<file path="src/rtl/cpa_pkg.sv">
package cpa_pkg;

    localparam int N_IN    = 4;
    localparam int N_OUT   = 3;
    localparam int SEL_W   = $clog2(N_IN + 1);
    localparam int NO_RANK = 15;

    typedef logic [SEL_W-1:0] sel_t;
    typedef logic [N_IN-1:0]  in_vec_t;

    localparam sel_t SEL_IDLE = '0;

    typedef enum int {
        IN_W  = 0,
        IN_N1 = 1,
        IN_S1 = 2,
        IN_PE = 3
    } in_id_e;

    typedef enum int {
        OUT_N1 = 0,
        OUT_E  = 1,
        OUT_S1 = 2
    } out_id_e;

    // Rank of input i at output o; 0 is highest, NO_RANK means not allowed.
    function automatic int prio_rank(int o, int i);
        int r;
        r = NO_RANK;
        case (o)
            OUT_N1: begin
                case (i)
                    IN_W:    r = 0;
                    IN_S1:   r = 1;
                    IN_PE:   r = 2;
                    default: r = NO_RANK;
                endcase
            end
            OUT_E: begin
                case (i)
                    IN_N1:   r = 0;
                    IN_S1:   r = 1;
                    IN_W:    r = 2;
                    IN_PE:   r = 3;
                    default: r = NO_RANK;
                endcase
            end
            OUT_S1: begin
                case (i)
                    IN_N1:   r = 0;
                    IN_W:    r = 1;
                    IN_PE:   r = 2;
                    default: r = NO_RANK;
                endcase
            end
            default: r = NO_RANK;
        endcase
        return r;
    endfunction

    function automatic sel_t enc_sel(int i);
        return sel_t'(i + 1);
    endfunction

    function automatic in_vec_t sel_onehot(sel_t s);
        in_vec_t v;
        v = '0;
        for (int i = 0; i < N_IN; i++) begin
            if (s == enc_sel(i)) v[i] = 1'b1;
        end
        return v;
    endfunction

    function automatic logic sel_legal(int o, sel_t s);
        logic ok;
        ok = (s == SEL_IDLE);
        for (int i = 0; i < N_IN; i++) begin
            if (s == enc_sel(i) && prio_rank(o, i) != NO_RANK) ok = 1'b1;
        end
        return ok;
    endfunction

endpackage

</file>
<file path="src/rtl/cpa_stage.sv">
module cpa_stage
    import cpa_pkg::*;
#(
    parameter int OUT_IDX = 0
) (
    input  logic    clk,
    input  logic    rst,
    input  in_vec_t req,
    input  in_vec_t blk,
    input  logic    rsv,
    input  logic    full,
    input  sel_t    held,
    input  in_vec_t taken_in,
    output sel_t    sel,
    output in_vec_t taken_out
);

    in_vec_t cand;
    sel_t    pick_blk;
    sel_t    pick_sgl;

    always_comb begin
        cand = req & ~taken_in;
        for (int i = 0; i < N_IN; i++) begin
            if (prio_rank(OUT_IDX, i) == NO_RANK) cand[i] = 1'b0;
        end
    end

    // Scan ranks from lowest to highest so the best candidate is written last.
    always_comb begin
        pick_blk = SEL_IDLE;
        pick_sgl = SEL_IDLE;
        for (int r = N_IN - 1; r >= 0; r--) begin
            for (int i = 0; i < N_IN; i++) begin
                if (cand[i] && prio_rank(OUT_IDX, i) == r) begin
                    if (blk[i]) pick_blk = enc_sel(i);
                    else        pick_sgl = enc_sel(i);
                end
            end
        end
    end

    always_comb begin
        if (rsv)                        sel = held;
        else if (full)                  sel = SEL_IDLE;
        else if (pick_blk != SEL_IDLE)  sel = pick_blk;
        else                            sel = pick_sgl;
    end

    assign taken_out = taken_in | (rsv ? '0 : sel_onehot(sel));

    assert_no_loopback_R2: assert property (@(posedge clk) disable iff (rst)
        sel_legal(OUT_IDX, sel));

    assert_hold_R7: assert property (@(posedge clk) disable iff (rst)
        (rsv && !$past(rst)) |-> (sel == $past(sel)));

    assert_skip_taken_R8: assert property (@(posedge clk) disable iff (rst)
        (!rsv && sel != SEL_IDLE) |-> ((taken_in & sel_onehot(sel)) == '0));

    assert_full_idle_R9: assert property (@(posedge clk) disable iff (rst)
        (!rsv && full) |-> (sel == SEL_IDLE));

    assert_grant_requested_R10: assert property (@(posedge clk) disable iff (rst)
        (!rsv && sel != SEL_IDLE) |-> ((req & sel_onehot(sel)) != '0));

endmodule

</file>
<file path="src/rtl/cpa_hold.sv">
module cpa_hold
    import cpa_pkg::*;
(
    input  logic                       clk,
    input  logic                       rst,
    input  logic [N_OUT-1:0][SEL_W-1:0] sel_d,
    output logic [N_OUT-1:0][SEL_W-1:0] sel_q
);

    always_ff @(posedge clk) begin
        if (rst) begin
            for (int o = 0; o < N_OUT; o++) sel_q[o] <= SEL_IDLE;
        end else begin
            sel_q <= sel_d;
        end
    end

    assert_reset_idle_R1: assert property (@(posedge clk)
        $past(rst) |-> (sel_q == '0));

endmodule

</file>
<file path="src/rtl/cpa_arbiter.sv">
module cpa_arbiter
    import cpa_pkg::*;
(
    input  logic                        clk,
    input  logic                        rst,
    input  logic [N_OUT-1:0][N_IN-1:0]  req_i,
    input  logic [N_IN-1:0]             blk_i,
    input  logic [N_OUT-1:0]            rsv_i,
    input  logic [N_OUT-1:0]            full_i,
    output logic [N_OUT-1:0][SEL_W-1:0] sel_o
);

    logic [N_OUT-1:0][SEL_W-1:0] held;
    in_vec_t                     taken [N_OUT+1];
    in_vec_t                     held_busy;

    // Inputs pinned by reserved outputs are unavailable to every stage.
    always_comb begin
        held_busy = '0;
        for (int o = 0; o < N_OUT; o++) begin
            if (rsv_i[o]) held_busy = held_busy | sel_onehot(held[o]);
        end
    end

    assign taken[0] = held_busy;

    generate
        for (genvar o = 0; o < N_OUT; o++) begin : g_stage
            sel_t stage_sel;
            cpa_stage #(.OUT_IDX(o)) u_stage (
                .clk       (clk),
                .rst       (rst),
                .req       (req_i[o]),
                .blk       (blk_i),
                .rsv       (rsv_i[o]),
                .full      (full_i[o]),
                .held      (held[o]),
                .taken_in  (taken[o]),
                .sel       (stage_sel),
                .taken_out (taken[o+1])
            );
            assign sel_o[o] = stage_sel;
        end
    endgenerate

    cpa_hold u_hold (
        .clk   (clk),
        .rst   (rst),
        .sel_d (sel_o),
        .sel_q (held)
    );

    generate
        for (genvar i = 0; i < N_IN; i++) begin : g_excl
            logic [N_OUT-1:0] hit;
            always_comb begin
                for (int o = 0; o < N_OUT; o++) hit[o] = (sel_o[o] == enc_sel(i));
            end
            assert_single_grant_R6: assert property (@(posedge clk) disable iff (rst)
                $onehot0(hit));
        end
    endgenerate

endmodule

</file>
<file path="config.mk">
export PLATFORM = sky130hd
export DESIGN_NAME = cpa_arbiter
export DESIGN_NICKNAME = d
export VERILOG_FILES = /design/src/rtl/cpa_pkg.sv /design/src/rtl/cpa_stage.sv /design/src/rtl/cpa_hold.sv /design/src/rtl/cpa_arbiter.sv
export SDC_FILE = /design/constraint.sdc
export NUM_CORES = 1
export LEC_CHECK = 0
export BUFFER_PORTS_ARGS = -buffer_cell sky130_fd_sc_hd__buf_4
export CAP_MARGIN = 20
export CORE_ASPECT_RATIO = 1.2
export CORE_UTILIZATION = 26
export DETAILED_ROUTE_END_ITERATION = 8
export SLEW_MARGIN = 15
export SYNTH_ARGS = -nofsm -noshare
export SYNTH_HDL_FRONTEND = slang
export SYNTH_SLANG_ARGS = --single-unit
</file>
<file path="constraint.sdc">
create_clock -name clk -period 4.2 [get_ports clk]
set_input_delay 0.63 -clock clk [delete_from_list [all_inputs] [get_ports clk]]
set_output_delay 0.63 -clock clk [all_outputs]
set_load 0.03 [all_outputs]
</file>
After elaboration in Yosys (flattened, before gate mapping):

Index checks and enable logic that the tools add are counted.

* output and inout bits: 9
* bits in registers: 9
* input port bits: 24

* reduce and logical (&&, ||, !) cells: 3
* equality and inequality tests: 20
* mux-type cells: 78
* bitwise operators: 10

Operators by type and width (count)
* two-way mux 3 bit: 45
* == test 3 x 2 -> 1 bit (second input constant): 10
* two-way mux 1 bit: 28
* two-way mux 4 bit: 5
* OR 4 bit: 4
* == test 3 x 1 -> 1 bit (second input constant): 5
* == test 3 bit (second input constant): 5
* bitwise AND 4 bit: 3
* inverter 4 bit: 3
* nonzero test 3 bit: 3

Logic depth before layout (Yosys ltp):

Gate-level depths: netlist (run 1).

* depth in word-level cells: 50
* mapped depth: 9

Modules after synthesis:

From an unflattened synthesis (run 1), not the netlist that was laid out.

* cells, all modules: 116
* area total of the unflattened synthesis: 947.2 um2

Modules (own cells, without submodules)
* cpa_stage at g_stage[1].u_stage: instances 1, cells each 33, area an instance 252.7 um2
* cpa_hold: instances 1, cells each 18, area an instance 236.5 um2
* cpa_stage at g_stage[2].u_stage: instances 1, cells each 25, area an instance 177.7 um2
* cpa_stage at g_stage[0].u_stage: instances 1, cells each 24, area an instance 142.6 um2
* cpa_arbiter: instances 1, cells each 16, area an instance 137.6 um2

Worst setup path after synthesis (run 1):

OpenSTA, ideal clock, no wires.

* path kind: input port to output port
* start: in rsv_i[2]
* end: out sel_o[8] in the netlist's numbering
* cell stages on the path: 9
* setup slack: 227 ps
* arrival time: 3343 ps
* data required time: 3570 ps
* cell sequence: buf_2 > and4bb_4 > nor4_4 > and4bb_4 > o31ai_4 > nor3_1 > or3_1 > a2111o_1 > o21ai_0

RTL lines
* start: declaration: RTL line cpa_arbiter.sv:8 `input logic [N_OUT-1:0] rsv_i,`
* end: declaration: RTL line cpa_arbiter.sv:10 `output logic [N_OUT-1:0][SEL_W-1:0] sel_o`

==> results of run 1 <==
==> routing by layer <==
layer	wire length (um)	track usage	part of all wire	up-vias
met1	1400	0.210	0.43	585
met5	0	0	0	-
li1	-	-	-	592
met3	244	0.0420	0.074	8
met2	1560	0.270	0.47	59
met4	87	0.0517	0.026	0
==> timing repair <==
item,in CTS,in global routing
buffers inserted,0,0
endpoints found under the setup margin,0,2
hold endpoints to repair,0,0
gates resized for setup,0,1
==> final cells by class <==
class	instances	area, um2
Tap cell	52	65.1
Inverter	3	11.3
Timing Repair Buffer	30	225
Clock inverter	1	5.00
Clock buffer	3	41.3
Fill cell	421	2360
Sequential cell	9	180
Multi-Input combinational cell	114	831
==> through the flow <==
| step | power, W | hold slack, ns | cell area, um2 | cells |
|---|---|---|---|---|
| 2_1_floorplan | 0.000163 | 0.484 | 1030 | 129 |
| 3_3_place_gp | 0.000204 | 0.506 | 1310 | 208 |
| 3_5_place_dp | 0.000206 | 0.528 | 1310 | 208 |
| 4_1_cts | 0.000308 | 0.533 | 1360 | 212 |
| 5_1_grt | 0.000325 | 0.558 | 1360 | 212 |
| 6_report | 0.000306 | 0.530 | 1360 | 212 |
==> worst max path at each step <==
stage                     startpoint  endpoint  cells after the start
after global placement      rsv_i[0]  sel_o[8]                     10
after global routing        rsv_i[1]  sel_o[6]                     10
after detailed placement    rsv_i[2]  sel_o[8]                     10
final                       rsv_i[2]  sel_o[6]                     10
after CTS                   rsv_i[2]  sel_o[8]                     10
after floorplan             rsv_i[2]  sel_o[8]                      9
==> power groups by stage <==
stage | sequential (W) | combinational, W | clock, W
floorplan | 0.0000935 | 0.0000697 | 0
global placement | 0.0000943 | 0.000109 | 0
detailed placement | 0.0000947 | 0.000111 | 0
CTS | 0.0000930 | 0.000112 | 0.000103
global route | 0.0000937 | 0.000122 | 0.000109
finish | 0.0000931 | 0.000113 | 0.000100
==> kinds of logic (layout without fill, tap and decap cells) <==
| group | Yosys count | count (layout) | synth area share |
|---|---|---|---|
| AOI/OAI and AO/OA | 35 | 35 | 0.289 |
| buffers and inverters | 6 | 37 | 0.0242 |
| and+or+nand+nor | 79 | 79 | 0.513 |
| DFF | 9 | 9 | 0.174 |
==> synthesized netlist by cell type (3+ instances only) <==
cell type,number
nor2b_1,6
nand4_1,6
nand2_1,14
and3_1,3
and2_1,5
nand4bb_1,5
nand3_1,5
a22oi_1,3
dfxtp_1,9
nor3b_1,3
a21oi_1,6
nor3_1,3
inv_1,3
nor2_1,8
nand4b_1,3
==> placed cells by master, fill, tap and decap left out, types with 5 or more instances in the layout <==
cell / netlist / routed
a21oi_1: 6 / 6
and2_1: 5 / 5
buf_4: 0 / 30
dfxtp_1: 9 / 9
nand2_1: 14 / 14
nand3_1: 5 / 5
nand4_1: 6 / 6
nand4bb_1: 5 / 5
nor2_1: 8 / 8
nor2b_1: 6 / 6
==> critical path: stages <==
cell       delay [ns]
buf_4            0.14
nand4b_1         0.29
and4b_1          0.34
and2_1           0.21
a2111oi_1        0.54
o31a_1           0.29
o211ai_1         0.17
a222oi_1         0.37
nor2_1           0.09
buf_4            0.18
==> metrics, run 1 <==
status=finished clean; Overflow after GRT=0; Die Y=71.1 um; drt wl/cell=15.5 um; critical-path maximum fanout=10; FFs w/ async S/R, synth=0; routed wire length=3290 um; Syn. warnings=0; DRT iter0 DRCs=58; Avg Cell Area, Syn=8.02 um2; logic gate share of total power=0.368; # hold bufs at CTS=0; Psw=0.000102 W; Clk pwr share=0.328; Min-Delay Endpoint=u_hold.sel_q[1]$_SDFF_PP0_; share of the synthesized area in the top cell type=0.174; synthesis-to-layout area growth=31.3%; GRT Resource Usage Total=0.165; start point of the worst hold path=u_hold.sel_q[1]$_SDFF_PP0_; largest net degree at the start of global routing=11; clk buf depth=2; worst setup path class=in2out; Worst Skew=0.00565 ns; reg2reg end=u_hold.sel_q[8]$_SDFF_PP0_; Worst Tran Pin Value=0.570 ns; Pre-antenna DRT Iters=4; first-pass GRT wire length=5390 um; Final WS setup=0.304 ns; pre-CTS setup slack=0.252 ns; TritonCTS buffer count=3; DIE AREA=4240 um2; Worst Path Required=3.57 ns; relative slew slack=0.619; Netlist cell types=52; Synth area leader=dfxtp_1; row count=24; share of cells above drive strength 1=0.275; crit path capture type=output port; HPWL Detailed=2710 um; Leak Pwr=0.524 nW; Largest Register=u_hold.sel_q; CTS tree=yes; Regs by FF count=u_hold.sel_q: 9 flops; worst reg2reg path startpoint=u_hold.sel_q[6]$_SDFF_PP0_; top cells by area, synth=dfxtp_1, nand4bb_1, nand2_1, nand4_1, nor2b_1; I/O pins=33; final cycle utilization of the critical path=0.928; RSZ-0062 raised after global routing=false; Syn Std Cell Area=1030 um2; Seq cells post-synth=9; max FFs per register=9; via count=1244; Peak VDD IR=0.147 mV; Core Footprint=3720 um2; register area share after synthesis=0.174; Final Max Slew Viols=0; clock sink count=9; ANT nets after route=0; post-route setup TNS=0 ns; Root Buffer Master=clkbuf_8; Placer Congestion=0.888; switching share of power=0.334; Hold WC Path Type=reg2reg; Port Buffers=30; R2R Setup Slk=1.30 ns; clock-pin slew on the worst setup and hold paths=0.04 ns; CP arrival=3.27 ns; drt drc=0; Int Power=0.000204 W; endpoints failing hold=0; mean number of vias per cell=5.87; crit start category=input pin; minimum clock period=3.90 ns; Pwr Density=225 nW/um2; number of global-route vias before repair=1173; ys flop type=dfxtp_1; Cells after Synth=129; H-tree lvl count=1; final setup fails=0; Flop pwr share=0.304; FMAX=257 MHz; post-route core utilization=0.365; Post-synth EDFFs=0; antenna violations before repair=0; chip width=59.6 um; Initial Util=0.278; Clk Latency, worst-skew pair=0.23 ns; Final #Nets=185; Max Cap Viol=0; FF-to-FF path depth=8; Synthesized Nets=153; hold-critical path depth=2; n_diodes=0
No activity file was read; power rests on OpenSTA's default activity.
==> run 2: changes to the inputs <==
- CORE_ASPECT_RATIO: 1.2 -> default
- CORE_MARGIN: default -> 3
==> run 2 against run 1 <==
Die area rose by 13%. Combinational power about the same. First-iteration DRC count shrank 1.7%. Clock power about the same. Critical path depth unchanged. Critical endpoint unchanged. Clock-buffer cell count increased by 1. Largest cell class unchanged. Setup slack lost 0.019 ns. Global-route usage decreased by 3.1 points. Maximum frequency is 0.49% lower. Non-clock buffer count did not move.
==> metrics, run 2 (synthesis results as in run 1) <==
relative slew slack=0.613; minimum clock period=3.92 ns; max FFs per register=9; clock sink count=9; final cycle utilization of the critical path=0.932; number of global-route vias before repair=1206; Seq. cell area=180 um2; Final Max Slew Viols=0; DRT iter0 DRCs=57; Max Cap Viol=0; Clk Latency, worst-skew pair=0.23 ns; Die Y=69.1 um; Worst Skew=0.00410 ns; TritonCTS buffer count=3; Initial Util=0.276; Pwr Density=224 nW/um2; routed wire length=3280 um; Critical Path, Cell by Cell=buf_4, and4bb_2, or4_1, a31oi_1, nor3b_1, o31a_1, o211ai_1, a222oi_1, nor2_1, buf_4; drt drc=0; HPWL Detailed=2660 um; synthesis-to-layout area growth=30.6%; clk buf depth=2; area of the multi-input gates=830 um2; drt wl/cell=15.8 um; Worst Path Required=3.57 ns; first-pass GRT wire length=5450 um; I/O pins=33; worst setup path class=in2out; Peak VDD IR=0.129 mV; share of cells above drive strength 1=0.269; ANT nets after route=0; Worst Tran Pin Value=0.565 ns; chip width=69.1 um; Regs by FF count=u_hold.sel_q: 9 flops; antenna violations before repair=0; # hold bufs at CTS=0; Hold WC Path Type=reg2reg; Most common cell on crit path=buf_4; Post-CTS Setup Bufs=0; H-tree lvl count=1; commonest non-fill, non-tap cell in the layout=buf_4; crit path capture type=output port; RSZ-0062 raised after global routing=false; Pre-antenna DRT Iters=4; final setup fails=0; Leak Pwr=0.521 nW; post-route core utilization=0.361; mean number of vias per cell=5.83; CP peak stage delay=0.56 ns; Overflow after GRT=0; DIE AREA=4770 um2; Port Buffers=30; post-route setup TNS=0 ns; Slowest cell on crit path=or4_1; Placer Congestion=0.929; via count=1213; R2R Setup Slk=1.28 ns; row count=22; filler cell count=426; FMAX=255 MHz; CP arrival=3.29 ns; clock-pin slew on the worst setup and hold paths=0.04 ns; Largest Register=u_hold.sel_q; Root Buffer Master=clkbuf_8; largest net degree at the start of global routing=11; status=finished clean; n_diodes=0; Core Footprint=3740 um2; Final #Nets=185; crit start category=input pin; CTS tree=yes; CTS resizes=0; commonest non-fill, non-tap cells in the layout=buf_4, nand2_1, dfxtp_1; GRT Resource Usage Total=0.134; endpoints failing hold=0; critical-path maximum fanout=9
run 2: cell types whose count changed in the layout (fill, tap and decap cells not counted):
cell       change
a2111oi_0      +1
a2111oi_1      -1
clkbuf_1       +1
clkinv_2       -1
run 2: where the power goes:
part	switching, W	internal, W	total (W)	leakage [nW]
Sequential	0.00000388	0.0000893	0.0000932	0.0732
Combinational	0.0000625	0.0000498	0.000112	0.425
Clock	0.0000315	0.0000659	0.0000974	0.0228
run 2: critical path, delay by kind of cell:
family                 cells  cell delay, ns
buffers and inverters      2            0.33
AO/OA/AOI/OAI              4            1.10
AND/OR/NAND/NOR            4            1.22
run 2: worst paths after layout:
| path | startpoint | end | depth (start not counted) |
|---|---|---|---|
| worst max register to register | u_hold.sel_q[6]$_SDFF_PP0_ | u_hold.sel_q[8]$_SDFF_PP0_ | 8 |
| worst min register to register | u_hold.sel_q[1]$_SDFF_PP0_ | u_hold.sel_q[1]$_SDFF_PP0_ | 2 |
| worst max-delay path | rsv_i[1] | sel_o[6] | 10 |
| worst min-delay path | u_hold.sel_q[1]$_SDFF_PP0_ | u_hold.sel_q[1]$_SDFF_PP0_ | 2 |
run 2: per-layer routing:
metal  routed length [um]  global-route usage
met3                  107              0.0146
met4                   69              0.0672
met1                 1510               0.171
met5                    0                   0
met2                 1590               0.220
run 2: cell type report:
class                           count  area share
Timing Repair Buffer               30       0.167
Inverter                            3     0.00833
Clock buffer                        4      0.0333
Multi-Input combinational cell    114       0.614
Sequential cell                     9       0.133
Tap cell                           48      0.0444
run 2: metrics by stage:
stage	worst slack (ns)	instance area [um2]	std cells	power, W	hold WS (ns)
2_1_floorplan	0.227	1030	129	0.000163	0.484
3_3_place_gp	0.422	1310	204	0.000203	0.503
3_5_place_dp	0.339	1310	204	0.000205	0.522
4_1_cts	0.329	1350	208	0.000305	0.527
5_1_grt	0.142	1350	208	0.000321	0.558
6_report	0.284	1350	208	0.000303	0.527
